## src/rtl/sdm2_pkg.sv

```systemverilog
package sdm2_pkg;
  // Default input word width and integrator headroom.
  localparam int unsigned DEF_IN_W  = 16;
  localparam int unsigned DEF_GUARD = 4;

  // Which way an integrator update was clamped, if at all.
  typedef enum logic [1:0] {
    SAT_NONE = 2'b00,
    SAT_HIGH = 2'b01,
    SAT_LOW  = 2'b10
  } sat_e;
endpackage

```

## src/rtl/sdm2_integrator.sv

```systemverilog
module sdm2_integrator #(
  parameter int unsigned ACC_W = 20
) (
  input  logic                    clk_i,
  input  logic                    srst_i,
  input  logic                    ce_i,
  input  logic signed [ACC_W-1:0] addend_i,
  input  logic signed [ACC_W-1:0] fb_i,
  output logic signed [ACC_W-1:0] acc_o,
  output logic signed [ACC_W-1:0] acc_next_o
);
  localparam int unsigned SUM_W = ACC_W + 2;
  localparam logic signed [SUM_W-1:0] MAX_V = {3'b000, {(ACC_W-1){1'b1}}};
  localparam logic signed [SUM_W-1:0] MIN_V = {3'b111, {(ACC_W-1){1'b0}}};

  logic signed [ACC_W-1:0] acc_q;
  logic signed [SUM_W-1:0] sum;
  sdm2_pkg::sat_e          sat;

  // Two extra bits hold any acc + addend - fb without overflow.
  always_comb begin
    sum = SUM_W'(acc_q) + SUM_W'(addend_i) - SUM_W'(fb_i);
    if (sum > MAX_V)      sat = sdm2_pkg::SAT_HIGH;
    else if (sum < MIN_V) sat = sdm2_pkg::SAT_LOW;
    else                  sat = sdm2_pkg::SAT_NONE;
  end

  always_comb begin
    case (sat)
      sdm2_pkg::SAT_HIGH: acc_next_o = MAX_V[ACC_W-1:0];
      sdm2_pkg::SAT_LOW:  acc_next_o = MIN_V[ACC_W-1:0];
      default:            acc_next_o = sum[ACC_W-1:0];
    endcase
  end

  always_ff @(posedge clk_i) begin
    if (srst_i)    acc_q <= '0;
    else if (ce_i) acc_q <= acc_next_o;
  end

  assign acc_o = acc_q;
endmodule

```

## src/rtl/sdm2_quantizer.sv

```systemverilog
module sdm2_quantizer #(
  parameter int unsigned IN_W  = 16,
  parameter int unsigned ACC_W = 20
) (
  input  logic                    clk_i,
  input  logic                    srst_i,
  input  logic                    ce_i,
  input  logic signed [ACC_W-1:0] level_i,
  output logic                    bit_o,
  output logic signed [ACC_W-1:0] fb_o
);
  localparam int unsigned GUARD = ACC_W - IN_W;
  localparam logic signed [ACC_W-1:0] FS_POS = {{GUARD{1'b0}}, 1'b1, {(IN_W-1){1'b0}}};
  localparam logic signed [ACC_W-1:0] FS_NEG = {{GUARD{1'b1}}, 1'b1, {(IN_W-1){1'b0}}};

  logic bit_q;

  // A level of zero or above counts as a one.
  always_ff @(posedge clk_i) begin
    if (srst_i)    bit_q <= 1'b0;
    else if (ce_i) bit_q <= ~level_i[ACC_W-1];
  end

  assign bit_o = bit_q;
  assign fb_o  = bit_q ? FS_POS : FS_NEG;
endmodule

```

## src/rtl/sdm2_modulator.sv

```systemverilog
module sdm2_modulator #(
  parameter int unsigned IN_W  = sdm2_pkg::DEF_IN_W,
  parameter int unsigned GUARD = sdm2_pkg::DEF_GUARD
) (
  input  logic                   clk_i,
  input  logic                   srst_i,
  input  logic                   ce_i,
  input  logic signed [IN_W-1:0] sample_i,
  output logic                   bit_o
);
  localparam int unsigned ACC_W = IN_W + GUARD;
  localparam int unsigned ORDER = 2;

  logic signed [ACC_W-1:0] sample_ext;
  logic signed [ACC_W-1:0] fb_s;
  logic signed [ACC_W-1:0] addend [ORDER];
  logic signed [ACC_W-1:0] acc_q  [ORDER];
  logic signed [ACC_W-1:0] acc_nx [ORDER];
  logic signed [ACC_W-1:0] acc1_q;
  logic signed [ACC_W-1:0] acc2_q;

  assign sample_ext = ACC_W'(sample_i);

  // Stage 0 integrates the input; later stages integrate the freshly
  // updated value of the stage before them. Every stage subtracts the
  // same fed-back decision.
  for (genvar k = 0; k < ORDER; k++) begin : g_stage
    if (k == 0) begin : g_head
      assign addend[k] = sample_ext;
    end else begin : g_tail
      assign addend[k] = acc_nx[k-1];
    end
    sdm2_integrator #(.ACC_W(ACC_W)) u_int (
      .clk_i      (clk_i),
      .srst_i     (srst_i),
      .ce_i       (ce_i),
      .addend_i   (addend[k]),
      .fb_i       (fb_s),
      .acc_o      (acc_q[k]),
      .acc_next_o (acc_nx[k])
    );
  end

  sdm2_quantizer #(.IN_W(IN_W), .ACC_W(ACC_W)) u_quant (
    .clk_i   (clk_i),
    .srst_i  (srst_i),
    .ce_i    (ce_i),
    .level_i (acc_nx[ORDER-1]),
    .bit_o   (bit_o),
    .fb_o    (fb_s)
  );

  assign acc1_q = acc_q[0];
  assign acc2_q = acc_q[1];
endmodule

```

## config.mk

```make
export PLATFORM = sky130hd
export DESIGN_NAME = sdm2_modulator
export DESIGN_NICKNAME = d
export VERILOG_FILES = /design/src/rtl/sdm2_pkg.sv /design/src/rtl/sdm2_integrator.sv /design/src/rtl/sdm2_quantizer.sv /design/src/rtl/sdm2_modulator.sv
export SDC_FILE = /design/constraint.sdc
export NUM_CORES = 1
export LEC_CHECK = 0
export BUFFER_PORTS_ARGS = -buffer_cell sky130_fd_sc_hd__buf_2
export CORE_AREA = 3 3 124 126
export DETAILED_ROUTE_END_ITERATION = 10
export DIE_AREA = 0 0 127 129
export GPL_TIMING_DRIVEN = 0
export PLACE_DENSITY = 0.54
export SYNTH_ARGS = -nofsm -noshare
export SYNTH_HDL_FRONTEND = slang
export SYNTH_HIERARCHICAL = 1
export SYNTH_SLANG_ARGS = --single-unit
```

## constraint.sdc

```tcl
create_clock -name clk_i -period 7.4 [get_ports clk_i]
set_clock_uncertainty 0.15 [all_clocks]
set_input_delay 1.11 -clock clk_i [delete_from_list [all_inputs] [get_ports clk_i]]
set_output_delay 1.11 -clock clk_i [all_outputs]
set_load 0.05 [all_outputs]
```

==> results of run 1 <==
[layout make-up]
type	instances	area, sq um
clock buffer	5	125
clock inverter	3	22.5
buffer	49	314
sequential	41	821
timing repair buffer	26	148
inverter	175	657
fill	1532	8060
tap	184	230
multi-input combinational	500	4040
[what timing repair did]
action / 4_1_cts / 5_1_grt
gates resized for setup: 1 / 24
pin swaps: 1 / 5
buffers inserted: 4 / 3
setup endpoints to repair: 11 / 19
[metal layers]
metal / global-route usage [%] / vias up / part of all wire [%]
li1: - / 2536 / -
met2: 30.6 / 83 / 47
met4: 4.10 / 0 / 1.4
met5: 0 / - / 0
met3: 2.03 / 13 / 3.7
met1: 26.1 / 2414 / 48
[state kept, by name (all words and copies together), names as in the netlist]
name	count
g_stage.u_int/acc_o	40
u_quant/bit_o	1
[worst reg2reg max path: cells and delay by family (launching register included)]
family / cells / cell delay, ns
AOI/OAI and AO/OA: 13 / 3.01
and+or+nand+nor: 2 / 0.19
adders and majority gates: 4 / 1.59
DFF: 1 / 0.34
buffers and inverters: 9 / 1.11
[worst paths after layout]
path,end,cells after the start,from
min,g_stage[1].u_int/acc_o[15],2,g_stage[1].u_int/acc_o[15]
max,g_stage[1].u_int/acc_o[16],29,sample_i[3]
max reg2reg,g_stage[1].u_int/acc_o[16],28,u_quant/bit_o
min reg2reg,g_stage[1].u_int/acc_o[15],2,g_stage[1].u_int/acc_o[15]
[stage by stage]
step | hold slack, ns | cells | TNS (ns)
2_1_floorplan | 0.285 | 766 | 0
3_3_place_gp | 0.303 | 969 | -3.17
3_5_place_dp | 0.308 | 969 | -5.05
4_1_cts | 0.317 | 981 | 0
5_1_grt | 0.344 | 983 | -0.0127
6_report | 0.320 | 983 | 0
==> out/results.ini, run 1 <==
[clock_tree]
cts_root_buf = clkbuf_16
cts_max_level = 2
clk_pin_slew_worst_paths_ns = 0.06
hold_buffers = 0
numCtsBuffers = 5
clk_latency_ns = 0.29
clock_sinks = 41
cts_tree = built
clockBufferDepth = 2

[synthesis]
ys.warnings.count = 6
syn_inst = 752
synth_area_sq_mm = 0.00572
avgSynthCellArea_sq_um = 7.61

[worst_setup_path]
slowest_delay_ns = 0.54
path_max_fanout = 10
cp_top_family = compound AO/OA/AOI/OAI gates
cpMostUsedCell = inv_1
crit_buf_inv = 10
r2r_slack_ns = 0.89
crit_slowest_cell = fa_1
crit_type = in -> reg
cp-start-kind = primary input
required_ns = 7.41
cp-end-kind = flip-flop
critical_path_arrival_ns = 7.08

[global_routing]
grt_pass1_vias = 4928
grt_pass1_wl_um = 24400
grt_max_degree = 15
antenna_found_initial = 0
grt_util_all_layers_pct = 18.5
grt_overflow = 0

[floorplanning]
die_h_um = 129
num_rows = 44
die_width_um = 127
core_sq_mm = 0.0144
die-area_sq_mm = 0.0164
start_util_pct = 39.7
io_pins = 20

[timing]
hold_violations = 0
slew_headroom_pct = 52.2
clock.fmax_mhz = 141
min_period_ns = 7.07
finalSetupViolations = 0
slew_violations = 0
timing.final.ws_setup_ns = 0.328
fin_crit_sh_pct = 95.6
worst_pin_slew_ns = 0.717

[worst_hold_path]
hold_class = reg -> reg

[placed_design]
portBuffers = 19
dpl_worst_slack_ns = -0.397
hpwl_um = 12400
postPlaceCellArea_sq_mm = 0.00610
gp_congestion = 0.868

[final_layout]
nets = 901
synthToLayoutAreaGrowth_pct = 11.2
num_antenna_cells = 0
drive_above_1_share_pct = 13.9
mostFrequentLayoutCells = 175 x inv_1, 70 x a21oi_1, 44 x ha_1
design_area_sq_mm = 0.00636
final_util_pct = 44.1
layout_commonest_cell = inv_1

[route]
wl_per_cell_um = 14.9
drcViolationCount = 0
vias_per_cell = 5.13
ant_nets = 0
dr.pass1.iters = 5
wirelength_um = 14700
drtIter0Drc = 248
vias = 5046

[status]
outcome = completed

[flow_run]
cap_violations = 0

Power of run 1 is left out: the tool's default activity adds up to more than one toggle a clock period on the data nets, which glitch-free logic cannot reach.
==> run 2, diff against run 1 <==
--- a/config.mk
+++ b/config.mk
@@ -7,6 +7,7 @@
 export LEC_CHECK = 0
 export BUFFER_PORTS_ARGS = -buffer_cell sky130_fd_sc_hd__buf_2
 export CORE_AREA = 3 3 124 126
+export CTS_BUF_LIST = sky130_fd_sc_hd__clkbuf_8
 export DETAILED_ROUTE_END_ITERATION = 10
 export DIE_AREA = 0 0 127 129
 export GPL_TIMING_DRIVEN = 0
==> run 2 against run 1 <==
Global-route usage down 0.096 points. Critical path type unchanged. Register-to-register slack hardly changed. Die area unchanged. First-iteration DRC count is 3.6% lower. Utilization decreased by 0.41 points. Hold slack improved by 0.0039 ns. Final cell count up 0.10%.
==> out/results.ini, run 2 (synthesized netlist as in run 1, its figures left out) <==
[status]
outcome = completed

[clock_tree]
cts_tree = built
clk_latency_ns = 0.30
clock_sinks = 41
clk_pin_slew_worst_paths_ns = 0.09
cts_root_buf = clkbuf_8
numCtsBuffers = 5
cts_max_level = 2
clockBufferDepth = 2
hold_buffers = 0

[route]
wirelength_um = 14600
vias = 5016
dr.pass1.iters = 5
drtIter0Drc = 239
drcViolationCount = 0
vias_per_cell = 5.10
wl_per_cell_um = 14.8
ant_nets = 0

[global_routing]
grt_pass1_wl_um = 24300
grt_overflow = 0
antenna_found_initial = 0
grt_util_all_layers_pct = 18.4
grt_max_degree = 15
grt_pass1_vias = 4937

[timing]
hold_violations = 0
setup_tns_ns = 0
slew_headroom_pct = 52.0
min_period_ns = 7.05
hold_ws_ns = 0.324
fin_crit_sh_pct = 95.3
worst_pin_slew_ns = 0.720
clock.fmax_mhz = 142
finalSetupViolations = 0
slew_violations = 0

[placed_design]
hpwl_um = 12400
placed_cells = 969
gp_congestion = 0.868
portBuffers = 19
postPlaceCellArea_sq_mm = 0.00610

[worst_setup_path]
required_ns = 7.42
slowest_delay_ns = 0.53
crit_slowest_cell = fa_1
path_max_fanout = 10
crit_cells = 29
cp-start-kind = primary input
cpMostUsedCell = inv_1
cp-startpoint = sample_i[3]
critical_path_arrival_ns = 7.07
r2r_cells = 28
cp-end-kind = flip-flop
rr_startpoint = u_quant/bit_o
crit_type = in -> reg
cp_top_family = compound AO/OA/AOI/OAI gates
crit_buf_inv = 10

[flow_run]
cap_violations = 0

[final_layout]
mostFrequentLayoutCells = 175 x inv_1, 70 x a21oi_1, 44 x ha_1
stdcell_count = 984
regArea_sq_um = 821
synthToLayoutAreaGrowth_pct = 10.1
multi_input_comb_area_sq_mm = 0.00404
nets = 902
drive_above_1_share_pct = 13.6
layout_commonest_cell = inv_1
largest_reg_flops = 40
fillCellCount = 1532
num_antenna_cells = 0
design_area_sq_mm = 0.00630

[floorplanning]
die-area_sq_mm = 0.0164
io_pins = 20
start_util_pct = 39.7
die_h_um = 129
core_sq_mm = 0.0144
die_width_um = 127
num_rows = 44

[worst_hold_path]
min_path_cells = 2
hold_class = reg -> reg
hold_path_startpoint = g_stage[1].u_int/acc_o[15]

[run 2: routing by layer]
layer,share of wire (%),GRT usage (%)
met1,48,26.0
met2,47,30.4
met3,3.5,1.99
met4,1.5,4.04
met5,0,0
[run 2: layout make-up]
class | count | area share [%]
multi-input cells | 500 | 64.1
clock inverters | 3 | 0.357
well taps | 184 | 3.65
clock buffers | 5 | 1.09
repair buffers | 26 | 2.34
inverters | 175 | 10.4
flip-flops and latches | 41 | 13.0
plain buffers | 50 | 5.04
[run 2: what timing repair did]
item | CTS | global route
setup buffers | 4 | 3
gates resized for setup | 1 | 22
endpoints found under the setup margin | 10 | 19
pin swaps | 1 | 4
[run 2: worst reg2reg max path: cells and delay by family, from the launching register on]
kind                       cells  cell delay [ns]
AOI/OAI and AO/OA             13             2.99
adders and majority gates      4             1.59
buffers and inverters          9             1.11
DFF                            1             0.35
and+or+nand+nor                2             0.19
[run 2: final timing paths]
path / endpoint / slack (ns)
worst min-delay path: g_stage[1].u_int/acc_o[15] / 0.32
worst min register to register: g_stage[1].u_int/acc_o[15] / 0.32
worst max-delay path: g_stage[1].u_int/acc_o[16] / 0.35
worst max register to register: g_stage[1].u_int/acc_o[16] / 0.89
[run 2: per-stage QoR]
stage | setup WS [ns] | util [%]
global placement | -0.290 | 42.3
detailed placement | -0.397 | 42.3
global route | -0.0114 | 43.7
floorplan | 0.735 | -
finish | 0.348 | 43.7
CTS | 0.0544 | 43.2
Power of run 2 is left out for the same reason.
==> run 3, diff against run 2 <==
--- a/config.mk
+++ b/config.mk
@@ -10,8 +10,9 @@
 export CTS_BUF_LIST = sky130_fd_sc_hd__clkbuf_8
 export DETAILED_ROUTE_END_ITERATION = 10
 export DIE_AREA = 0 0 127 129
-export GPL_TIMING_DRIVEN = 0
+export GPL_TIMING_DRIVEN = 1
 export PLACE_DENSITY = 0.54
+export SKIP_LAST_GASP = 1
 export SYNTH_ARGS = -nofsm -noshare
 export SYNTH_HDL_FRONTEND = slang
 export SYNTH_HIERARCHICAL = 1
==> run 3 against run 2 <==
Wire length shrank 0.97%. Setup slack gained 0.11 ns. Sequential share of layout area grew 0.65 points. Final area fell by 4.7%. Critical path type unchanged. Hold slack lost 0.0022 ns. Fmax rose by 1.6%. Critical endpoint is now g_stage[1].u_int/acc_o[2]. Register-to-register slack better by 0.12 ns. Clock-buffer cell count rose by 1. Utilization decreased by 2.1 points. First-iteration DRC count grew 11%.
==> out/results.ini, run 3 (synthesized netlist as in run 1, its figures left out) <==
[placed_design]
portBuffers = 19
gp_congestion = 0.908
hpwl_um = 11900

[global_routing]
grt_overflow = 0
grt_util_all_layers_pct = 18.4
grt_pass1_vias = 4974
grt_max_degree = 50
grt_pass1_wl_um = 24300
antenna_found_initial = 0

[final_layout]
multi_input_comb_area_sq_mm = 0.00399
drive_above_1_share_pct = 8.74
largest_reg_flops = 40
synthToLayoutAreaGrowth_pct = 4.94
regArea_sq_um = 821
nets = 857
mostFrequentLayoutCells = 175 x inv_1, 73 x a21oi_1, 44 x ha_1
fillCellCount = 1526
num_antenna_cells = 0
layout_commonest_cell = inv_1

[route]
drcViolationCount = 0
dr.pass1.iters = 5
vias = 4891
drtIter0Drc = 266
wl_per_cell_um = 15.4
vias_per_cell = 5.21
wirelength_um = 14400
ant_nets = 0

[status]
outcome = completed

[timing]
hold_violations = 0
clock.fmax_mhz = 144
slew_headroom_pct = 56.7
setup_tns_ns = 0
fin_crit_sh_pct = 93.8
finalSetupViolations = 0
worst_pin_slew_ns = 0.649
slew_violations = 0
min_period_ns = 6.94
rsz0062_at_grt = no

[floorplanning]
start_util_pct = 39.7
die_width_um = 127
num_rows = 44
core_sq_mm = 0.0144
die_h_um = 129
io_pins = 20
die-area_sq_mm = 0.0164

[worst_setup_path]
cp-end-kind = flip-flop
crit_type = in -> reg
critical_path_arrival_ns = 6.97
r2r_slack_ns = 1.01
path_max_fanout = 21
cp-start-kind = primary input
required_ns = 7.43

[clock_tree]
numCtsBuffers = 5
cts_resized = 0
cts_max_level = 2
clk_latency_ns = 0.31
clk_pin_slew_worst_paths_ns = 0.09
cts_tree = built
clockBufferDepth = 2
hold_buffers = 0
post-cts-setup-buffers = 0
clock_sinks = 41
cts_root_buf = clkbuf_8

[worst_hold_path]
hold_class = reg -> reg

[flow_run]
cap_violations = 0

==> run 3: final timing paths <==
check / from / cells after the start / endpoint
hold reg to reg: g_stage[1].u_int/acc_o[17] / 2 / g_stage[1].u_int/acc_o[17]
hold / removal: g_stage[1].u_int/acc_o[17] / 2 / g_stage[1].u_int/acc_o[17]
setup / recovery: sample_i[4] / 25 / g_stage[1].u_int/acc_o[2]
setup reg to reg: g_stage[0].u_int/acc_o[12] / 24 / g_stage[1].u_int/acc_o[2]
==> run 3: worst max-delay path, stage by stage <==
cell and delay (ns):
buf_2 0.08, inv_1 0.05, fa_1 0.53, inv_1 0.04, ha_1 0.36, o211ai_1 0.15, o211ai_2 0.30, a21o_1 0.22
a2111oi_4 0.11, o41ai_4 0.48, buf_4 0.31, a21oi_1 0.05, o21ai_0 0.19, inv_1 0.09, fa_1 0.54, inv_1 0.05
ha_1 0.40, a21oi_1 0.28, o211ai_1 0.14, a21o_1 0.21, or2_2 0.27, o221a_2 0.29, o31a_4 0.32, nand2_2 0.28
a31oi_1 0.12
==> run 3: layout make-up <==
type,count,area share (%)
Clock buffer,6,1.38
Timing Repair Buffer,31,3.08
Inverter,175,10.9
Tap cell,184,3.83
Multi-Input combinational cell,500,66.5
Clock inverter,2,0.625
Sequential cell,41,13.7
==> run 3: per-stage QoR <==
stage                     setup WS (ns)  hold WS, ns  utilization, %  cells  cell area (sq um)
final                             0.461        0.322            41.6    939               6000
after global routing             0.0484        0.345            41.6    939               6000
after CTS                         0.429        0.327            41.6    939               6000
after detailed placement          0.105        0.306            40.8    931               5880
after global placement            0.212        0.306            40.8    931               5880
after floorplan                   0.735        0.285               -    766               5770
==> run 3: routing by layer <==
metal	track usage, %	vias to the layer above	routed length, um
li1	-	2460	-
met1	24.6	2339	6860
met2	31.5	78	6910
met3	2.45	14	425
met4	4.73	0	228
met5	0	-	0
Power of run 3 is left out for the same reason.
